**config.mk**
```make
export PLATFORM = sky130hd
export DESIGN_NAME = ud_bcd_counter
export DESIGN_NICKNAME = d
export VERILOG_FILES = /design/src/rtl/ud_cnt_pkg.sv /design/src/rtl/ud_rst_sync.sv /design/src/rtl/ud_step.sv /design/src/rtl/ud_state_reg.sv /design/src/rtl/ud_bcd_counter.sv
export SDC_FILE = /design/constraint.sdc
export NUM_CORES = 1
export LEC_CHECK = 0
export BUFFER_PORTS_ARGS = -buffer_cell sky130_fd_sc_hd__buf_2
export CORE_MARGIN = 2
export CORE_UTILIZATION = 45
export CTS_CLUSTER_DIAMETER = 200
export DETAILED_ROUTE_END_ITERATION = 12
export GPL_ROUTABILITY_DRIVEN = 0
export PLACE_DENSITY_LB_ADDON = 0.2
export SLEW_MARGIN = 10
export SYNTH_ARGS = -nofsm -noshare
export SYNTH_HDL_FRONTEND = slang
export SYNTH_SLANG_ARGS = --single-unit
```
**constraint.sdc**
```tcl
create_clock -name clk -period 3.9 [get_ports clk]
set_clock_uncertainty 0.2 [all_clocks]
set_input_delay 0.39 -clock clk [delete_from_list [all_inputs] [get_ports clk]]
set_output_delay 0.39 -clock clk [all_outputs]
set_load 0.02 [all_outputs]
```
**src/rtl/ud_cnt_pkg.sv**
```systemverilog
package ud_cnt_pkg;

  typedef enum logic {
    DIR_DOWN = 1'b0,
    DIR_UP   = 1'b1
  } dir_e;

  typedef enum logic {
    MOD_DECADE = 1'b0,
    MOD_BINARY = 1'b1
  } modsel_e;

  typedef struct packed {
    logic load;
    logic count;
  } reg_ctl_t;

endpackage

```
**src/rtl/ud_rst_sync.sv**
```systemverilog
module ud_rst_sync #(
  parameter int STAGES = 2
) (
  input  logic clk,
  input  logic rst_n,
  output logic rst_q_n
);

  generate
    if (STAGES <= 1) begin : g_single
      logic flop;
      always_ff @(posedge clk or negedge rst_n) begin
        if (!rst_n) flop <= 1'b0;
        else        flop <= 1'b1;
      end
      assign rst_q_n = flop;
    end else begin : g_chain
      logic [STAGES-1:0] chain;
      always_ff @(posedge clk or negedge rst_n) begin
        if (!rst_n) chain <= '0;
        else        chain <= {chain[STAGES-2:0], 1'b1};
      end
      assign rst_q_n = chain[STAGES-1];
    end
  endgenerate

endmodule

```
**src/rtl/ud_step.sv**
```systemverilog
module ud_step
  import ud_cnt_pkg::*;
#(
  parameter int WIDTH    = 4,
  parameter int DEC_LAST = 9
) (
  input  logic [WIDTH-1:0] cur,
  input  dir_e             dir,
  input  modsel_e          msel,
  output logic [WIDTH-1:0] nxt,
  output logic             at_term
);

  localparam logic [WIDTH-1:0] ZERO     = '0;
  localparam logic [WIDTH-1:0] BIN_LAST = '1;
  localparam logic [WIDTH-1:0] DEC_TOP  = WIDTH'(DEC_LAST);
  localparam logic [WIDTH-1:0] ONE      = WIDTH'(1);

  logic [WIDTH-1:0] inc_v;
  logic [WIDTH-1:0] dec_v;
  logic             out_of_range;

  always_comb begin
    inc_v        = cur + ONE;
    dec_v        = cur - ONE;
    out_of_range = (cur > DEC_TOP);
    nxt          = cur;
    at_term      = 1'b0;
    unique case (msel)
      MOD_BINARY: begin
        if (dir == DIR_UP) begin
          nxt     = inc_v;
          at_term = (cur == BIN_LAST);
        end else begin
          nxt     = dec_v;
          at_term = (cur == ZERO);
        end
      end
      MOD_DECADE: begin
        if (dir == DIR_UP) begin
          nxt     = (out_of_range || cur == DEC_TOP) ? ZERO : inc_v;
          at_term = (cur == DEC_TOP);
        end else begin
          nxt     = (out_of_range || cur == ZERO) ? DEC_TOP : dec_v;
          at_term = (cur == ZERO);
        end
      end
      default: begin
        nxt     = cur;
        at_term = 1'b0;
      end
    endcase
  end

endmodule

```
**src/rtl/ud_state_reg.sv**
```systemverilog
module ud_state_reg
  import ud_cnt_pkg::*;
#(
  parameter int WIDTH = 4
) (
  input  logic             clk,
  input  logic             rst_q_n,
  input  reg_ctl_t         ctl,
  input  logic [WIDTH-1:0] load_val,
  input  logic [WIDTH-1:0] step_val,
  output logic [WIDTH-1:0] q
);

  logic [WIDTH-1:0] d;
  logic             en;

  always_comb begin
    en = ctl.load | ctl.count;
    d  = q;
    if (ctl.load)       d = load_val;
    else if (ctl.count) d = step_val;
  end

  always_ff @(posedge clk or negedge rst_q_n) begin
    if (!rst_q_n)  q <= '0;
    else if (en)   q <= d;
  end

  // the first edge after reset release finds the register cleared
  p_reset_clear_r1: assert property (@(posedge clk) disable iff (!rst_q_n)
    $rose(rst_q_n) |-> (q == '0));

  // a load edge captures the preset word
  p_load_capture_r3: assert property (@(posedge clk) disable iff (!rst_q_n)
    ctl.load |=> (q == $past(load_val)));

endmodule

```
**src/rtl/ud_bcd_counter.sv**
```systemverilog
module ud_bcd_counter
  import ud_cnt_pkg::*;
#(
  parameter int WIDTH       = 4,
  parameter int DEC_LAST    = 9,
  parameter int SYNC_STAGES = 2
) (
  input  logic             clk,
  input  logic             rst_n,
  input  logic             dir_up,
  input  logic             mode_bin,
  input  logic             carry_in_n,
  input  logic             ld_en,
  input  logic [WIDTH-1:0] ld_word,
  output logic [WIDTH-1:0] count_o,
  output logic             carry_out_n
);

  localparam logic [WIDTH-1:0] BIN_LAST = '1;
  localparam logic [WIDTH-1:0] DEC_TOP  = WIDTH'(DEC_LAST);

  logic             rst_q_n;
  logic [WIDTH-1:0] q;
  logic [WIDTH-1:0] step_val;
  logic             at_term;
  reg_ctl_t         ctl;
  dir_e             dir;
  modsel_e          msel;

  assign dir  = dir_e'(dir_up);
  assign msel = modsel_e'(mode_bin);

  ud_rst_sync #(.STAGES(SYNC_STAGES)) u_rst (
    .clk     (clk),
    .rst_n   (rst_n),
    .rst_q_n (rst_q_n)
  );

  always_comb begin
    ctl.load  = ld_en;
    ctl.count = ~ld_en & ~carry_in_n;
  end

  // Transparent preset: the word is visible before any clock edge
  assign count_o = ld_en ? ld_word : q;

  ud_step #(.WIDTH(WIDTH), .DEC_LAST(DEC_LAST)) u_step (
    .cur     (count_o),
    .dir     (dir),
    .msel    (msel),
    .nxt     (step_val),
    .at_term (at_term)
  );

  ud_state_reg #(.WIDTH(WIDTH)) u_reg (
    .clk      (clk),
    .rst_q_n  (rst_q_n),
    .ctl      (ctl),
    .load_val (ld_word),
    .step_val (step_val),
    .q        (q)
  );

  assign carry_out_n = ~(~carry_in_n & at_term);

  // preset word passes straight to the output
  p_preset_pass_r2: assert property (@(posedge clk) disable iff (!rst_q_n)
    ld_en |-> (count_o == ld_word));

  // disabled count holds
  p_hold_r4: assert property (@(posedge clk) disable iff (!rst_q_n)
    (!ld_en && carry_in_n) |=> $stable(q));

  // binary up wraps at the top
  p_bin_up_wrap_r5: assert property (@(posedge clk) disable iff (!rst_q_n)
    (!ld_en && !carry_in_n && mode_bin && dir_up && q == BIN_LAST) |=> (q == '0));

  // binary down wraps at zero
  p_bin_dn_wrap_r6: assert property (@(posedge clk) disable iff (!rst_q_n)
    (!ld_en && !carry_in_n && mode_bin && !dir_up && q == '0) |=> (q == BIN_LAST));

  // decade up wraps after the last digit
  p_dec_up_wrap_r7: assert property (@(posedge clk) disable iff (!rst_q_n)
    (!ld_en && !carry_in_n && !mode_bin && dir_up && q == DEC_TOP) |=> (q == '0));

  // decade down wraps to the last digit
  p_dec_dn_wrap_r8: assert property (@(posedge clk) disable iff (!rst_q_n)
    (!ld_en && !carry_in_n && !mode_bin && !dir_up && q == '0) |=> (q == DEC_TOP));

  // an out-of-range decade value is left on the next counting edge
  p_dec_recover_r9: assert property (@(posedge clk) disable iff (!rst_q_n)
    (!ld_en && !carry_in_n && !mode_bin && q > DEC_TOP) |=> (q <= DEC_TOP));

  // carry-out only fires while carry-in is active
  p_carry_gate_r10: assert property (@(posedge clk) disable iff (!rst_q_n)
    !carry_out_n |-> !carry_in_n);

endmodule

```
# Word-level counts from Yosys, hierarchy flattened
# Cells that the tools add are included.
# op_classes
n_lt_le_gt_ge,1
n_addsub,2
eq_ne,2
mux,11
reduce_logical,5
bitwise_logic,7
# ops
operator,n
$mux W4,7
$eq A4 B4 Y1 const B,2
$pmux W4 S2,1
$add A4 B1 Y4 const B,1
$gt A4 B4 Y1 const B,1
$logic_not A4 Y1,1
$not A1 Y1,4
$sub A4 B1 Y4 const B,1
$and A1 B1 Y1,2
$logic_or A1 B1 Y1,2
$mux W1,2
$pmux W1 S2,1
$reduce_and A2 Y1,1
$reduce_bool A2 Y1,1
$or A1 B1 Y1,1
# totals
out_inout_bits,5
elab_cells,30
input_bits,10
ff_bits,6

# Longest topological paths before layout
# Gate-level depths: netlist (run 1).
# depth
ltp_word,8
mapped_depth,9
depth_no_buf,8

# Cells and area by module
# A second synthesis (run 1) with hierarchy kept.
# hier_totals
cells_unflattened,63
hier_area_um2,575.6
# modules_own_cells
module,cells_each,area_each_um2,seq_area_each_um2,instances
ud_step,37,280.3,0.0,1
ud_state_reg,17,186.4,100.1,1
ud_bcd_counter,6,55.1,0.0,1
ud_rst_sync,3,53.8,50.0,1

# Worst setup path before layout (run 1)
# OpenSTA, ideal clock, no wires.
# synth_path
path_type,input-to-reg
from,input port ld_en
to,register u_reg.q[0]
setup_ns,0.081
t_required_ns,3.619
slack_ns,1.362
t_arrival_ns,2.257
stages,9
path_cell_list,buf_6 > mux2i_2 > inv_1 > ha_1 > or2_2 > a211o_1 > a21oi_2 > nor2_1 > o22ai_2
# synth_between
elab_chain_cells,8
elab_cells_between_ends,20
cone_classes,2 x add/sub; 1 x order compare; 1 x eq/ne; 8 x mux; 3 x bitwise; 5 x reduce/logical
# synth_lines
item,line,text
"start, declared",ud_bcd_counter.sv:13,"input logic ld_en,"
$mux W4 (*),ud_bcd_counter.sv:45,assign count_o = ld_en ? ld_word : q;
via count_o[0],ud_bcd_counter.sv:15,"output logic [WIDTH-1:0] count_o,"
$gt A4 B4 Y1 (tied with other cells),ud_step.sv:26,out_of_range = (cur > DEC_TOP);
$logic_or A1 B1 Y1 (on tied branches),"ud_step.sv:44, ud_step.sv:41",
$mux W4 (on tied branches),"ud_step.sv:44, ud_step.sv:41",
$mux W4,ud_step.sv:40,if (dir == DIR_UP) begin
$pmux W4 S2 (*),ud_step.sv:29,unique case (msel)
$mux W4 (*),ud_state_reg.sv:21,else if (ctl.count) d = step_val;
$mux W4 (*),ud_state_reg.sv:20,if (ctl.load) d = load_val;
"end signal, assigned",ud_state_reg.sv:25,if (!rst_q_n) q <= '0;
"end signal, assigned",ud_state_reg.sv:26,else if (en) q <= d;
"end, declared",ud_state_reg.sv:11,output logic [WIDTH-1:0] q
# The timed path passes the listed nets; every way through them passes the cells marked *. The select of a mux whose other input is x is not followed.
# A chain may end at the register's enable or synchronous reset.

# Final worst setup path (run 1)
# layout_path
from,input port ld_en
to,output port carry_out_n
# layout_between
elab_chain_cells,6
elab_cells_between_ends,9
cone_classes,2 x eq/ne; 4 x mux; 2 x bitwise; 1 x reduce/logical
# layout_lines
item,line,text
$mux W4 (*),ud_bcd_counter.sv:45,
$eq A4 B4 Y1 (tied with other cells),ud_step.sv:42,at_term = (cur == DEC_TOP);
$mux W1 (on tied branches),"ud_step.sv:40, ud_step.sv:31",
$pmux W1 S2 (*),ud_step.sv:29,
$and A1 B1 Y1 (*),ud_bcd_counter.sv:64,assign carry_out_n = ~(~carry_in_n & at_term);
$not A1 Y1 (*),ud_bcd_counter.sv:64,
"end, declared",ud_bcd_counter.sv:16,output logic carry_out_n
# Mark *: on every way between the ends. The rest lies on a longest branch, timed or not.

==> results of run 1 <==
## state kept, by name, indices dropped and copies added, names as in the netlist
register	flops
u_reg.q	4
u_rst.g_chain.chain	2
## timing repair
item	4_1_cts	5_1_grt
setup buffers	0	0
endpoints found under the hold margin	6	0
hold buffers	2	0
gates resized for setup	0	0
## cell type report
| class | count | area [µm²] | share of cell area (%) |
|---|---|---|---|
| multi-input cells | 50 | 405 | 57.4 |
| flip-flops and latches | 6 | 150 | 21.3 |
| repair buffers | 16 | 90.1 | 12.8 |
| clock buffers | 3 | 22.5 | 3.19 |
| inverters | 5 | 18.8 | 2.66 |
| well taps | 15 | 18.8 | 2.66 |
## critical path: stages
cell and delay, ns:
buf_2 0.26, mux2i_1 0.51, ha_1 0.36, nand2_1 0.10, nor3_1 0.14, a31oi_1 0.05, or2_2 0.27, buf_2 0.16
## synthesized netlist by cell type
| cell | count |
|---|---|
| mux2i_2 | 1 |
| o21ai_0 | 1 |
| or2_2 | 2 |
| dfrtp_1 | 6 |
| a22o_1 | 1 |
| inv_2 | 1 |
| ha_1 | 3 |
| o211ai_2 | 1 |
| nor2_1 | 4 |
| inv_1 | 4 |
| a31oi_1 | 1 |
| a41oi_1 | 1 |
| nor3_1 | 1 |
| nand3_1 | 3 |
| o22ai_1 | 1 |
| a31o_2 | 1 |
| nor3b_1 | 1 |
| xor2_1 | 2 |
| nand4b_1 | 2 |
| o211ai_1 | 1 |
| buf_6 | 1 |
| o22ai_2 | 2 |
| buf_2 | 1 |
| conb_1 | 1 |
| mux2i_4 | 2 |
| a21oi_1 | 2 |
| mux2i_1 | 1 |
| and3b_1 | 1 |
| a21oi_2 | 1 |
| o32ai_1 | 1 |
| nand2b_1 | 1 |
| nor3_2 | 1 |
| nor2b_1 | 1 |
| a21o_1 | 1 |
| a211o_1 | 2 |
| xnor2_1 | 2 |
| nand2_1 | 4 |
## routing by layer
metal | track usage [%] | vias to the layer above | wire length, µm
li1 | - | 267 | -
met1 | 19.6 | 249 | 540
met2 | 30.2 | 13 | 617
met3 | 5.00 | 0 | 52
met4 | 5.00 | 0 | 0
met5 | 0 | - | 0
## power breakdown
part           switching (mW)  internal, mW
sequential            0.00621        0.0701
combinational          0.0581        0.0435
clock                  0.0200        0.0346
## logic make-up after synthesis
group	after synthesis	share of synthesized area, %
flip-flops	6	25.4
other	1	0.635
AO/OA/AOI/OAI	17	23.9
XOR/XNOR	4	5.93
multiplexers	4	11.7
adder cells (fa/ha/maj)	3	6.36
AND/OR/NAND/NOR	21	20.1
buffers and inverters	7	5.93
## worst paths after layout
path	start	endpoint	slack [ns]	depth (start not counted)
setup / recovery	ld_en	carry_out_n	1.09	8
hold / removal	u_rst.g_chain.chain[0]	u_rst.g_chain.chain[1]	0.14	0
setup reg to reg	u_reg.q[0]	u_reg.q[0]	1.51	8
hold reg to reg	u_rst.g_chain.chain[0]	u_rst.g_chain.chain[1]	0.14	0
max in group asynchronous	u_rst.g_chain.chain[1]	u_reg.q[3]	2.92	1
min in group asynchronous	rst_n	u_rst.g_chain.chain[1]	0.26	2
## through the flow
step | cells | utilization, % | worst slack, ns | hold WS, ns
after floorplan | 63 | - | 1.36 | -0.160
after global placement | 90 | 52.3 | 1.13 | -0.144
after detailed placement | 90 | 52.3 | 1.08 | -0.143
after CTS | 95 | 55.6 | 1.07 | 0.151
after global routing | 95 | 55.6 | 0.870 | 0.168
final | 95 | 55.6 | 1.09 | 0.144
==> flow_summary.toml, run 1 <==
[synthesis]
yosysTopAreaCell = "dfrtp_1"
syn_nets = 76
synth-seq-cells = 6
synth_warnings = 0
synth.avg_cell_area_um2 = 9.37
synth_top_area_share_pct = 25.4
yosysSeqAreaShare_pct = 25.4
synth_area_leaders = "dfrtp_1, mux2i_4, ha_1, o22ai_2, a211o_1"
ys_types = 37
syn_inst = 63
synth_area_um2 = 591

[worst_setup_path]
cp-start-kind = "input port"
critical_path_arrival_ns = 2.22
cp-end-kind = "primary output"
critPathKind = "input port to primary output"
crit_required_ns = 3.31
crit_fanout = 10

[floorplanning]
die-area_um2 = 1620
core_region_area_um2 = 1270
start_util_pct = 46.5
io_pins = 15
rows = 13
dieHeight_um = 40.2
dieWidth_um = 40.2

[detailed_routing]
via_per_inst = 5.57
ant_nets = 0
first_iter_violations = 10
vias = 529
wire_per_inst_um = 12.7
dr.pass1.iters = 4
drc = 0
wl_um = 1210

[sta]
final-setup-viol-count = 0
finalSetupTns_ns = 0
hold_viol_final = 0
finalMaxSlewViolations = 0
fmax_ghz = 0.356
finalCriticalPeriod_ns = 2.81
post-route-period-util_pct = 72.1
tightest_slew_ns = 0.499
rsz0062_at_grt = "no"
max_slew_margin_pct = 65.8

[pwr]
p_total_uw = 233
power_density_nw_per_um2 = 330
leakagePower_nw = 0.316
peakVddDrop_uv = 241

[finish]
fillers = 120
fin_nets = 95
areaGrowthSynthToFinish_pct = 19.5
final_common_cell = "buf_2"
final_cell_area_um2 = 706
antenna_cells = 0
drive_gt1_share_pct = 36.3
final_cell_mix = "buf_2, dfrtp_1, inv_1, nand2_1, nor2_1"

[global_route]
grt_max_degree = 11
track_usage_pct = 17.1
antenna_found_initial = 0
grt_pass1_wl_um = 1810
grt_overflow = 0
grt_pass1_vias = 448

[clocking]
cts_sinks = 6
numCtsBuffers = 3
cts_buffer_depth = 2
tritoncts = "done"
clockRootBuffer = "clkbuf_4"
path_clk_slew_ns = 0.04
htree_levels = 1
clkLatencyLatePin_ns = 0.24

[run]
maxCapViolCount = 0

[placement]
hpwl_um = 959
dpl-instance-area_um2 = 663
portBuffers = 14

[hold_path]
min_path_type = "register to register"

[run_status]
status = "finished, final reports clean"
Power figures use the tool's default switching activity.
==> run 2: changes to the inputs <==
clock period = 2.4 ns   (was 3.9 ns; I/O delays follow)
==> flow_summary.toml, run 2 (synthesis gave the netlist of run 1 again) <==
[run_status]
status = "finished, final reports clean"

[sta]
post-route-period-util_pct = 95.4
fmax_ghz = 0.437
hold_viol_final = 0
finalCriticalPeriod_ns = 2.29
final-setup-viol-count = 0
finalMaxSlewViolations = 0
finalSetupTns_ns = 0
holdWs_ns = 0.109

[detailed_routing]
wire_per_inst_um = 14.0
dr.pass1.iters = 4
via_per_inst = 5.51
ant_nets = 0
drc = 0
vias = 590
first_iter_violations = 28
wl_um = 1500

[floorplanning]
io_pins = 15
dieWidth_um = 40.2
start_util_pct = 46.5
dieHeight_um = 40.2
rows = 13
core_region_area_um2 = 1270
die-area_um2 = 1620

[placement]
hpwl_um = 968
portBuffers = 14
numPlacedInstances = 93

[finish]
largestRegisters = "u_reg.q x4, u_rst.g_chain.chain x2"
fin_nets = 107
largest_register_ffs = 4
areaGrowthSynthToFinish_pct = 39.8
antenna_cells = 0
fillers = 112
utilization_pct = 65.1
fin_cells = 107
final_common_cell = "buf_2"
regMostFlops = "u_reg.q"
final_cell_mix = "buf_2, buf_4, dfrtp_1"
drive_gt1_share_pct = 46.7

[worst_setup_path]
crit_fanout = 6
crit_required_ns = 1.96
cp-start-kind = "register"
critPathKind = "register to primary output"
cp-end-kind = "primary output"
critical_path_arrival_ns = 1.85

[clocking]
cts_sinks = 6
numCtsBuffers = 3
clockRootBuffer = "clkbuf_4"
htree_levels = 1
tritoncts = "done"
cts_buffer_depth = 2
clkLatencyLatePin_ns = 0.24
path_clk_slew_ns = 0.04

[global_route]
grt_overflow = 0
track_usage_pct = 19.6
grt_pass1_vias = 480
grt_max_degree = 11
grt_pass1_wl_um = 2000
antenna_found_initial = 0

[pwr]
power_density_nw_per_um2 = 530
p_total_uw = 438
peakVddDrop_uv = 463
leakagePower_nw = 0.379

[run]
maxCapViolCount = 0

[hold_path]
min_path_type = "input port to asynchronous set/reset pin"
[run 2: area by class of cell]
class                           instances  area, µm²  share of cell area (%)
Timing Repair Buffer                   28        193                    23.3
Sequential cell                         6        150                    18.2
Inverter                                5       18.8                    2.27
Clock buffer                            3       22.5                    2.73
Tap cell                               15       18.8                    2.27
Multi-Input combinational cell         50        423                    51.2
[run 2: per-stage QoR]
| step | setup slack [ns] | area, µm² |
|---|---|---|
| floorplan | 0.0123 | 591 |
| global placement | 0.197 | 686 |
| detailed placement | 0.189 | 686 |
| CTS | 0.0327 | 731 |
| global route | -0.00439 | 826 |
| finish | 0.110 | 826 |
[run 2: worst paths after layout]
| check | startpoint | slack, ns | cells after the start | endpoint |
|---|---|---|---|---|
| max reg2reg | u_reg.q[0] | 0.24 | 8 | u_reg.q[0] |
| min reg2reg | u_rst.g_chain.chain[0] | 0.15 | 0 | u_rst.g_chain.chain[1] |
| min in group clk | ld_word[0] | 0.14 | 3 | u_reg.q[0] |
| max in group asynchronous | u_rst.g_chain.chain[1] | 1.42 | 1 | u_reg.q[1] |
| min | rst_n | 0.11 | 2 | u_rst.g_chain.chain[1] |
| max | u_reg.q[0] | 0.11 | 8 | carry_out_n |
[run 2: critical path: stages, from the launching register on]
cell and delay [ns]:
dfrtp_1 0.37, mux2i_2 0.20, buf_4 0.19, ha_4 0.17, nand2_1 0.08, nor3_2 0.11
a31oi_1 0.06, or2_2 0.27, buf_2 0.16
[run 2: layer usage]
metal  share of wire (%)  wire, µm  up-vias  GRT usage [%]
met2                  49       737       26           31.5
li1                    -         -      291              -
met1                  43       652      273           22.9
met5                   0         0        -              0
met3                 7.2       108        0           10.0
met4                   0         0        0           5.00
[run 2: repair_timing]
action / 4_1_cts / 5_1_grt
cloned: 0 / 0
setup endpoints to repair: 1 / 1
gates resized for setup: 1 / 2
hold buffers: 2 / 0
endpoints found under the hold margin: 6 / 0
setup buffers: 0 / 9
[run 2: report_power, final]
group | switching [mW] | internal (mW)
combinational | 0.112 | 0.110
clock | 0.0348 | 0.0564
sequential | 0.0103 | 0.114
total | 0.157 | 0.281
